## src/rtl/mpu_desc_pkg.sv

```systemverilog
package mpu_desc_pkg;

    localparam int unsigned DW          = 32;
    localparam int unsigned GRAN_BITS   = 5;
    localparam int unsigned N_PRIV      = 4;
    localparam int unsigned N_NORM      = 4;
    localparam int unsigned PRIV_W      = 5;
    localparam int unsigned PRIV_STRIDE = 6;
    localparam int unsigned NORM_W      = 2;
    localparam int unsigned NORM_BASE   = 24;
    localparam int unsigned CORE_ID     = 0;
    localparam int unsigned DEBUG_ID    = 1;
    localparam int unsigned REGION_BASE = 8;
    localparam int unsigned MID_W       = 3;

    // Debugger rights field plus its process-ID enable bit
    localparam logic [DW-1:0] DBG_MASK = 32'h3F << (DEBUG_ID * PRIV_STRIDE);

    typedef enum logic [2:0] {
        W_START  = 3'd0,
        W_END    = 3'd1,
        W_RIGHTS = 3'd2,
        W_VALID  = 3'd3,
        W_PID    = 3'd4
    } dword_e;

    typedef struct packed {
        logic [DW-1:0] start;
        logic [DW-1:0] fin;
        logic [DW-1:0] rights;
        logic          valid;
        logic [7:0]    pid;
        logic [7:0]    pid_mask;
    } desc_t;

    function automatic logic [1:0] count_code(int unsigned n);
        if (n <= 8)       return 2'd0;
        else if (n <= 12) return 2'd1;
        else              return 2'd2;
    endfunction

    // Full rights: user RWX (3'b111, low bits), supervisor code 0; read+write for normal masters
    function automatic logic [DW-1:0] full_rights();
        logic [DW-1:0] r;
        r = '0;
        for (int m = 0; m < int'(N_PRIV); m++)
            r[m*PRIV_STRIDE +: PRIV_W] = 5'b00111;
        for (int m = 0; m < int'(N_NORM); m++)
            r[NORM_BASE + m*NORM_W +: NORM_W] = 2'b11;
        return r;
    endfunction

    function automatic desc_t reset_desc(bit is_zero);
        desc_t d;
        d.start    = '0;
        d.fin      = is_zero ? '1 : {{(DW-GRAN_BITS){1'b0}}, {GRAN_BITS{1'b1}}};
        d.rights   = is_zero ? full_rights() : '0;
        d.valid    = is_zero;
        d.pid      = '0;
        d.pid_mask = '0;
        return d;
    endfunction

endpackage

```

## src/rtl/mpu_desc_slot.sv

```systemverilog
module mpu_desc_slot
    import mpu_desc_pkg::*;
#(
    parameter bit IS_ZERO = 1'b0
) (
    input  logic          clk,
    input  logic          rst,
    input  logic          i_we,
    input  dword_e        i_word,
    input  logic [DW-1:0] i_wdata,
    input  logic          i_core_wr,
    output desc_t         o_desc
);

    desc_t q;
    logic  locked;

    assign locked = IS_ZERO && i_core_wr;

    always_ff @(posedge clk) begin
        if (rst) begin
            q <= reset_desc(IS_ZERO);
        end else if (i_we) begin
            case (i_word)
                W_START:  if (!locked) q.start <= {i_wdata[DW-1:GRAN_BITS], {GRAN_BITS{1'b0}}};
                W_END:    if (!locked) q.fin   <= {i_wdata[DW-1:GRAN_BITS], {GRAN_BITS{1'b1}}};
                W_RIGHTS: q.rights <= locked ? ((i_wdata & ~DBG_MASK) | (q.rights & DBG_MASK))
                                             : i_wdata;
                W_VALID:  q.valid <= i_wdata[0];
                W_PID: begin
                    q.pid      <= i_wdata[7:0];
                    q.pid_mask <= i_wdata[15:8];
                end
                default: ;
            endcase
        end
    end

    assign o_desc = q;

    AST_CORE_BOUNDS_FROZEN: assert property (@(posedge clk) disable iff (rst)
        (IS_ZERO && i_we && i_core_wr && (i_word == W_START || i_word == W_END))
        |=> ($stable(o_desc.start) && $stable(o_desc.fin)));

    AST_DBG_FIELD_FROZEN: assert property (@(posedge clk) disable iff (rst)
        (IS_ZERO && i_we && i_core_wr && i_word == W_RIGHTS)
        |=> ((o_desc.rights & DBG_MASK) == ($past(o_desc.rights) & DBG_MASK)));

    AST_IDLE_HOLD: assert property (@(posedge clk) disable iff (rst)
        !i_we |=> $stable(o_desc));

    AST_VALID_ANY_MASTER: assert property (@(posedge clk) disable iff (rst)
        (i_we && i_word == W_VALID) |=> (o_desc.valid == $past(i_wdata[0])));

endmodule

```

## src/rtl/mpu_desc_decode.sv

```systemverilog
module mpu_desc_decode
    import mpu_desc_pkg::*;
(
    input  logic [DW-1:0]               i_rights,
    output logic [N_PRIV*PRIV_W-1:0]    o_priv,
    output logic [N_PRIV-1:0]           o_pid_en,
    output logic [N_NORM*NORM_W-1:0]    o_norm
);

    for (genvar m = 0; m < int'(N_PRIV); m++) begin : g_priv
        assign o_priv[m*PRIV_W +: PRIV_W] = i_rights[m*PRIV_STRIDE +: PRIV_W];
        assign o_pid_en[m]                = i_rights[m*PRIV_STRIDE + PRIV_W];
    end

    for (genvar m = 0; m < int'(N_NORM); m++) begin : g_norm
        assign o_norm[m*NORM_W +: NORM_W] = i_rights[NORM_BASE + m*NORM_W +: NORM_W];
    end

endmodule

```

## src/rtl/mpu_rd_mux.sv

```systemverilog
module mpu_rd_mux
    import mpu_desc_pkg::*;
#(
    parameter int unsigned NUM_REGIONS = 16,
    parameter int unsigned AW          = 8
) (
    input  logic [AW-1:0] i_addr,
    input  desc_t         i_descs [NUM_REGIONS],
    input  logic          i_unit_en,
    output logic [DW-1:0] o_rdata
);

    localparam logic [1:0] CODE = count_code(NUM_REGIONS);

    always_comb begin
        int unsigned idx;
        idx     = int'(i_addr[AW-1:3]) - 1;
        o_rdata = '0;
        if (i_addr == '0) begin
            o_rdata[0]   = i_unit_en;
            o_rdata[9:8] = CODE;
        end else if (i_addr[AW-1:3] != '0 && idx < NUM_REGIONS) begin
            case (i_addr[2:0])
                3'(W_START):  o_rdata = i_descs[idx].start;
                3'(W_END):    o_rdata = i_descs[idx].fin;
                3'(W_RIGHTS): o_rdata = i_descs[idx].rights;
                3'(W_VALID):  o_rdata[0] = i_descs[idx].valid;
                3'(W_PID):    o_rdata[15:0] = {i_descs[idx].pid_mask, i_descs[idx].pid};
                default:      o_rdata = '0;
            endcase
        end
    end

endmodule

```

## src/rtl/mpu_region_file.sv

```systemverilog
module mpu_region_file
    import mpu_desc_pkg::*;
#(
    parameter  int unsigned NUM_REGIONS = 16,
    localparam int unsigned AW          = $clog2(REGION_BASE + 8*NUM_REGIONS)
) (
    input  logic                            clk,
    input  logic                            rst,
    input  logic                            i_wr_en,
    input  logic [AW-1:0]                   i_wr_addr,
    input  logic [MID_W-1:0]                i_wr_mid,
    input  logic [31:0]                     i_wr_data,
    input  logic [AW-1:0]                   i_rd_addr,
    output logic [31:0]                     o_rd_data,
    output logic                            o_unit_en,
    output logic [NUM_REGIONS-1:0]          o_region_valid,
    output logic [NUM_REGIONS*32-1:0]       o_region_start,
    output logic [NUM_REGIONS*32-1:0]       o_region_end,
    output logic [NUM_REGIONS*20-1:0]       o_priv_rights,
    output logic [NUM_REGIONS*4-1:0]        o_priv_pid_en,
    output logic [NUM_REGIONS*8-1:0]        o_norm_rw,
    output logic [NUM_REGIONS*8-1:0]        o_pid,
    output logic [NUM_REGIONS*8-1:0]        o_pid_mask
);

    localparam int unsigned PRIV_BITS = N_PRIV * PRIV_W;
    localparam int unsigned NORM_BITS = N_NORM * NORM_W;

    desc_t  descs [NUM_REGIONS];
    logic   core_wr;
    logic   unit_en_q;
    dword_e wr_word;

    assign core_wr = (i_wr_mid == MID_W'(CORE_ID));
    assign wr_word = dword_e'(i_wr_addr[2:0]);

    always_ff @(posedge clk) begin
        if (rst)                            unit_en_q <= 1'b0;
        else if (i_wr_en && i_wr_addr == '0) unit_en_q <= i_wr_data[0];
    end
    assign o_unit_en = unit_en_q;

    for (genvar r = 0; r < int'(NUM_REGIONS); r++) begin : g_region
        logic hit;
        assign hit = i_wr_en && (i_wr_addr[AW-1:3] == (AW-3)'(r + 1))
                     && (i_wr_addr[2:0] <= 3'(W_PID));

        mpu_desc_slot #(.IS_ZERO(r == 0)) i_slot (
            .clk      (clk),
            .rst      (rst),
            .i_we     (hit),
            .i_word   (wr_word),
            .i_wdata  (i_wr_data),
            .i_core_wr(core_wr),
            .o_desc   (descs[r])
        );

        mpu_desc_decode i_dec (
            .i_rights (descs[r].rights),
            .o_priv   (o_priv_rights[r*PRIV_BITS +: PRIV_BITS]),
            .o_pid_en (o_priv_pid_en[r*N_PRIV +: N_PRIV]),
            .o_norm   (o_norm_rw[r*NORM_BITS +: NORM_BITS])
        );

        assign o_region_valid[r]        = descs[r].valid;
        assign o_region_start[r*32 +: 32] = descs[r].start;
        assign o_region_end[r*32 +: 32]   = descs[r].fin;
        assign o_pid[r*8 +: 8]           = descs[r].pid;
        assign o_pid_mask[r*8 +: 8]      = descs[r].pid_mask;
    end

    mpu_rd_mux #(.NUM_REGIONS(NUM_REGIONS), .AW(AW)) i_rd (
        .i_addr   (i_rd_addr),
        .i_descs  (descs),
        .i_unit_en(unit_en_q),
        .o_rdata  (o_rd_data)
    );

    AST_START_GRANULE: assert property (@(posedge clk) disable iff (rst)
        (i_rd_addr[AW-1:3] != '0 && i_rd_addr[2:0] == 3'(W_START)) |-> (o_rd_data[4:0] == 5'd0));

    AST_END_GRANULE: assert property (@(posedge clk) disable iff (rst)
        (i_rd_addr[AW-1:3] != '0 && int'(i_rd_addr[AW-1:3]) <= int'(NUM_REGIONS)
         && i_rd_addr[2:0] == 3'(W_END)) |-> (o_rd_data[4:0] == 5'h1F));

    AST_INFO_CODE: assert property (@(posedge clk) disable iff (rst)
        (i_rd_addr == '0) |-> (o_rd_data[9:8] == count_code(NUM_REGIONS)));

    AST_UNMAPPED_ZERO: assert property (@(posedge clk) disable iff (rst)
        (i_rd_addr[AW-1:3] == '0 && i_rd_addr != '0) |-> (o_rd_data == '0));

endmodule

```

## config.mk

```make
export PLATFORM = sky130hd
export DESIGN_NAME = mpu_region_file
export DESIGN_NICKNAME = d
export VERILOG_FILES = /design/src/rtl/mpu_desc_pkg.sv /design/src/rtl/mpu_desc_slot.sv /design/src/rtl/mpu_desc_decode.sv /design/src/rtl/mpu_rd_mux.sv /design/src/rtl/mpu_region_file.sv
export SDC_FILE = /design/constraint.sdc
export NUM_CORES = 2
export LEC_CHECK = 0
export BUFFER_PORTS_ARGS = -buffer_cell sky130_fd_sc_hd__buf_2
export CORE_AREA = 4 4 746 748
export CTS_BUF_LIST = sky130_fd_sc_hd__clkbuf_4
export CTS_CLUSTER_SIZE = 16
export DETAILED_ROUTE_END_ITERATION = 16
export DIE_AREA = 0 0 750 752
export GPL_TIMING_DRIVEN = 1
export PLACE_DENSITY = 0.35
export SLEW_MARGIN = 40
export SYNTH_ARGS = -nofsm -noshare
export SYNTH_HDL_FRONTEND = slang
export SYNTH_SLANG_ARGS = --single-unit
```

## constraint.sdc

```tcl
create_clock -name clk -period 9.71 [get_ports clk]
set_clock_uncertainty 0.05 [all_clocks]
set_input_delay 0.971 -clock clk [delete_from_list [all_inputs] [get_ports clk]]
set_output_delay 0.971 -clock clk [all_outputs]
set_load 0.05 [all_outputs]
```

After elaboration in Yosys (flattened, before gate mapping)
Index checks and enable logic that the tools add are counted.
Widths: inputs -> output; s select.

cells by class
  $add $sub $neg = 1
  magnitude comparators = 3
  equality and inequality tests = 24
  multiplexer cells = 12
  bitwise logic cells = 3
  reductions and logical operators = 120

operators with widths
  cell                 count
  $bmux 113 s4         1
  $mux 113             2
  $reduce_and 2->1     78
  $mux 32              2
  $pmux 15 s4          1
  $pmux 16 s3          1
  $eq 5x4->1 const B   8
  $logic_and 1x1->1    34
  $ge 33x5->1 const B  1
  $not 32->33          1
  $lt 32x5->1 const B  1
  $or 32x12->32        1
  $mux 22              1
  $eq 5x3->1 const B   4
  $logic_not 8->1      2
  $eq 3x2->1 const B   4
  $eq 5x2->1 const B   2
  $logic_not 3->1      3
  $mux 7               1
  $eq 3x1->1 const B   2
  $eq 3x3->1 const B   2
  $reduce_and 3->1     2
  $sub 5x1->6 const B  1
  $eq 5x1->1 const B   1
  other kinds (7)      7

word-level totals
  flip-flop bits (word level) = 1649
  input bits = 54
  output and inout port bits = 1841

Longest topological paths before layout
  word-level depth = 8
  mapped depth = 17
  mapped depth without buffers = 8

Modules after synthesis
Synthesis repeated with hierarchy kept, for this count alone.

second synthesis, totals
  cells, all modules = 7867
  area total of the unflattened synthesis = 86754.5 um^2

modules (own cells, without submodules)
  module                                    instances  cells an instance  area an instance (um^2)
  mpu_desc_slot at g_region[10].i_slot ...  15         387                4246.6
  mpu_rd_mux                                1          1053               14754.2
  mpu_desc_slot at g_region[0].i_slot       1          462                4225.3
  mpu_desc_decode                           16         32                 240.2
  mpu_region_file                           1          35                 232.7

Worst setup path after synthesis
OpenSTA, ideal clock, no wires.

  path type = input-to-output
  start = input i_rd_addr[3]
  end = output o_rd_data[14]
  arrival time = 4.368 ns
  required time = 8.689 ns
  slack = 4.321 ns
  stages = 17
  buffers on the path = 10
  path through = buf_6 -> buf_6 -> buf_4 -> buf_4 -> buf_4 -> inv_1 -> ha_1 -> buf_4 -> buf_6 -> buf_4 -> buf_2 -> buf_2 -> mux4_2 -> mux2i_1 -> nand2_1 -> o211ai_1 -> a41oi_1

between the ends
  cells in the longest elaborated chain, start to end = 8

RTL lines
  what                                                 line                   RTL
  from (decl)                                          mpu_region_file.sv:13  input logic [AW-1:0] i_rd_addr,
  branches (longest 7 deep; another with $lt 32x5->1)  -
  $mux 22 (*)                                          mpu_rd_mux.sv:19       if (i_addr == '0) begin
  to (decl)                                            mpu_region_file.sv:14  output logic [31:0] o_rd_data,

Every way passes the cells marked *. The select of a mux whose other input is x is not followed.

Worst setup path after layout
  start = input i_rd_addr[3]
  end = output o_rd_data[25]

between the ends
  cells in the longest elaborated chain, start to end = 8

RTL lines
  what                                                 line
  branches (longest 7 deep; another with $lt 32x5->1)  -
  $mux 22 (*)                                          mpu_rd_mux.sv:19

Marks and branches as above.

==> qor.csv <==
metric,value,unit
CTS tree,done,
core footprint,551000,sq um
maximum number of pins on one net before global-route repair,168,
cell area reported after detailed placement,89200,sq um
number of warning messages in the yosys log,0,
1st-iter DRT viols,8419,
capture instance of the worst register-to-register path,g_region[5].i_slot.o_desc[58],
Synth area leader,dfxtp_1,
total clock buffers created by CTS,535,
required time worst endpoint,8.69,ns
vias in the first global route,69900,
status,"complete, no violations",
starting utilization of the core area,13.1,%
total number of vias,76000,
number of enable flip-flop cells after synthesis,0,
unrepaired setup endpoints after global routing,false,
Routability Congestion,0.858,
"wirelength, routed",639,mm
critical path endpoint category,primary output,
number of nets with antenna violations after routing,0,
clock share of power,47.9,%
leakage component of the power,36.3,nW
Hold WC Path Type,primary input to register,
pwr/cell area,159,nW/um^2
dominant register cell in the synthesized netlist,dfxtp_1,
number of instances resized during post-cts repair,0,
fraction of power consumed by sequential logic,44.5,%
total standard cell area after synthesis,72200,sq um
clock sink count,1649,
antenna violations before repair,102,
Post-Syn Area per Cell,8.49,sq um
post-DR wirelength/cell,35.7,um
number of nets at the end of the flow,10300,
cell types with the highest counts after synthesis,"nand2_1, dfxtp_1, a21oi_1",
worst-case reg-to-reg path depth,2,
Yosys top cell area share,45.7,%
Total Die Area,564000,sq um
highest clock frequency the design can meet,158,MHz
num rows,273,
most frequent cell after synthesis,nand2_1,
switching power share of the total,30.2,%
synth unique cells,49,
Setup TNS Final,0,ns
top post-synthesis cells by area,"dfxtp_1, nand2_1, mux4_2",
global router's overall resource usage,21.6,%
fraction of final layout cells with drive strength greater than 1,32.2,%
peak fanout along the critical path,66,
minimum clock period,6.33,ns
clock latency at the later pin of the worst-skew pair,1.53,ns
height of the die,752,um
routed vias/inst,4.25,
overflow left after global routing,0,
Setup CP Type,primary input to primary output,
Relative slew margins,36.4,%
source of the critical timing path,i_rd_addr[3],
sequential-to-total area share from yosys stat,45.7,%
design area,96100,sq um
total placed cells including tap cells,16900,
reported net switching power,4.61,mW
Clock Root Buffer,clkbuf_4,
post-synthesis instance total,8503,
# port buffers,1734,
startpoint of the worst-slack reg-to-reg timing path,g_region[5].i_slot.o_desc[58],
H-tree levels,6,
kind of start point of the critical path,primary input,
Residual DRC,0,
"Arr. time, crit path",5.31,ns
buffer depth of the longest clock path,4,
final non-filler cell total,17900,
share of the clock period used by the worst path after layout,65.2,%
VDD IR max,0.0950,mV
clock transition at the registers of the reported paths,0.06,ns
HPWL after DPL,477,mm
x dimension of the die,750,um
"Area growth, synth to finish",33.1,%
share of async-settable or async-resettable flops after synthesis,0,%
design internal power,10.6,mW
final hold violation count,0,
critical path endpoint,o_rd_data[25],
part of the power in combinational logic,7.6,%
Max Cap Viol,0,
Worst Max-Slew Pin Slew,0.955,ns
number of setup violations in the final report,0,
number of top-level pins,1895,
setup slack on the worst flop-to-flop path,8.54,ns
number of buffers inserted by post-CTS setup repair,0,
first-pass GRT wire length,801,mm
DRT Pass-1 Iters,6,
Max Transition Viols Final,0,
Synth Register Bits,1649,
cell families (layout without fill, tap and decap cells):
group | after synthesis | after routing | share of synthesized area, %
simple gates | 3638 | 3638 | 19.7
compound gates | 1692 | 1692 | 12.0
flops | 1649 | 1649 | 45.7
buf+inv | 945 | 2850 | 6.33
mux | 574 | 574 | 16.1
other cells | 2 | 193 | 0.0104
xor+xnor | 2 | 2 | 0.0450
fa+ha+maj | 1 | 1 | 0.0173
metal layers:
metal / vias up / track usage, % / wire length [um]
met5: - / 0 / 143
li1: 32200 / - / -
met4: 22 / 7.26 / 23800
met2: 4286 / 35.5 / 299000
met1: 38700 / 26.6 / 257000
met3: 790 / 6.67 / 59600
state kept, by name, summed over array words and instances (netlist names):
register and flops:
o_unit_en 1, g_region.i_slot.o_desc 1648
placed cells by master (no fill, tap or decap), drive strengths merged, types with 5 or more instances in the layout:
master / n
bufinv: 7
a41oi: 11
mux2: 48
nand2: 3357
mux2i: 59
and2: 5
dlygate4sd3: 45
a21oi: 1600
nor3b: 6
clkbuf: 720
nor2: 94
clkinvlp: 11
nor3: 5
o211ai: 47
nor2b: 5
diode: 33
dfxtp: 1649
a31oi: 18
inv: 27
o21ai: 5
nand3: 71
buf: 1952
clkinv: 88
mux4: 467
conb: 160
nand3b: 80
power by group through the flow:
stage          clock network [mW]  registers, mW  logic, mW
3_3_place_gp                    0           6.93       1.13
6_report                     7.31           6.78       1.16
2_1_floorplan                   0           6.94      0.749
5_1_grt                      7.87           6.77       1.21
4_1_cts                      7.56           6.78       1.17
3_5_place_dp                    0           6.93       1.15
worst max-delay path, cell delays in order:
cell and delay (ns):
buf_8 0.50, inv_1 0.17, ha_4 0.53, buf_12 0.47, buf_12 0.42, mux4_2 0.63, mux4_2 0.48, nand3b_1 0.42
a31oi_1 0.21, buf_2 0.26
worst min-delay path by stage:
stage | start | to | slack (ns) | cells past startpoint
2_1_floorplan | g_region[4].i_slot.o_desc[16] | g_region[4].i_slot.o_desc[16] | 0.63 | 2
3_3_place_gp | g_region[13].i_slot.o_desc[57] | g_region[13].i_slot.o_desc[57] | 0.40 | 2
3_5_place_dp | g_region[9].i_slot.o_desc[38] | g_region[9].i_slot.o_desc[38] | 0.41 | 2
4_1_cts | i_wr_data[6] | g_region[3].i_slot.o_desc[14] | 0.05 | 4
5_1_grt | i_wr_data[29] | g_region[14].i_slot.o_desc[110] | 0.17 | 4
6_report | i_wr_data[6] | g_region[2].i_slot.o_desc[14] | 0.35 | 4
per-stage QoR:
stage	setup WS (ns)	hold WS, ns	utilization [%]	power (mW)
after floorplan	4.32	0.629	-	7.69
after global placement	3.50	0.404	16.1	8.06
after detailed placement	3.42	0.409	16.2	8.08
after CTS	3.40	0.0531	17.4	15.5
after global routing	3.25	0.166	17.4	15.9
final	3.38	0.354	17.5	15.3
cell type report:
class                      instances  area, sq um
fill                           62100       454000
multi-input combinational       6067        36100
sequential                      1649        33000
timing repair buffer            1998        11500
tap                             7287         9120
clock buffer                     719         5400
clock inverter                   131          905
antenna                           33         82.6
inverter                           2         7.51
what timing repair did:
action                                  CTS  global route
hold buffers                             46             0
setup endpoints to repair                 0             0
endpoints found under the hold margin  1291             0
Note: power is estimated with default switching activity, not from simulation.
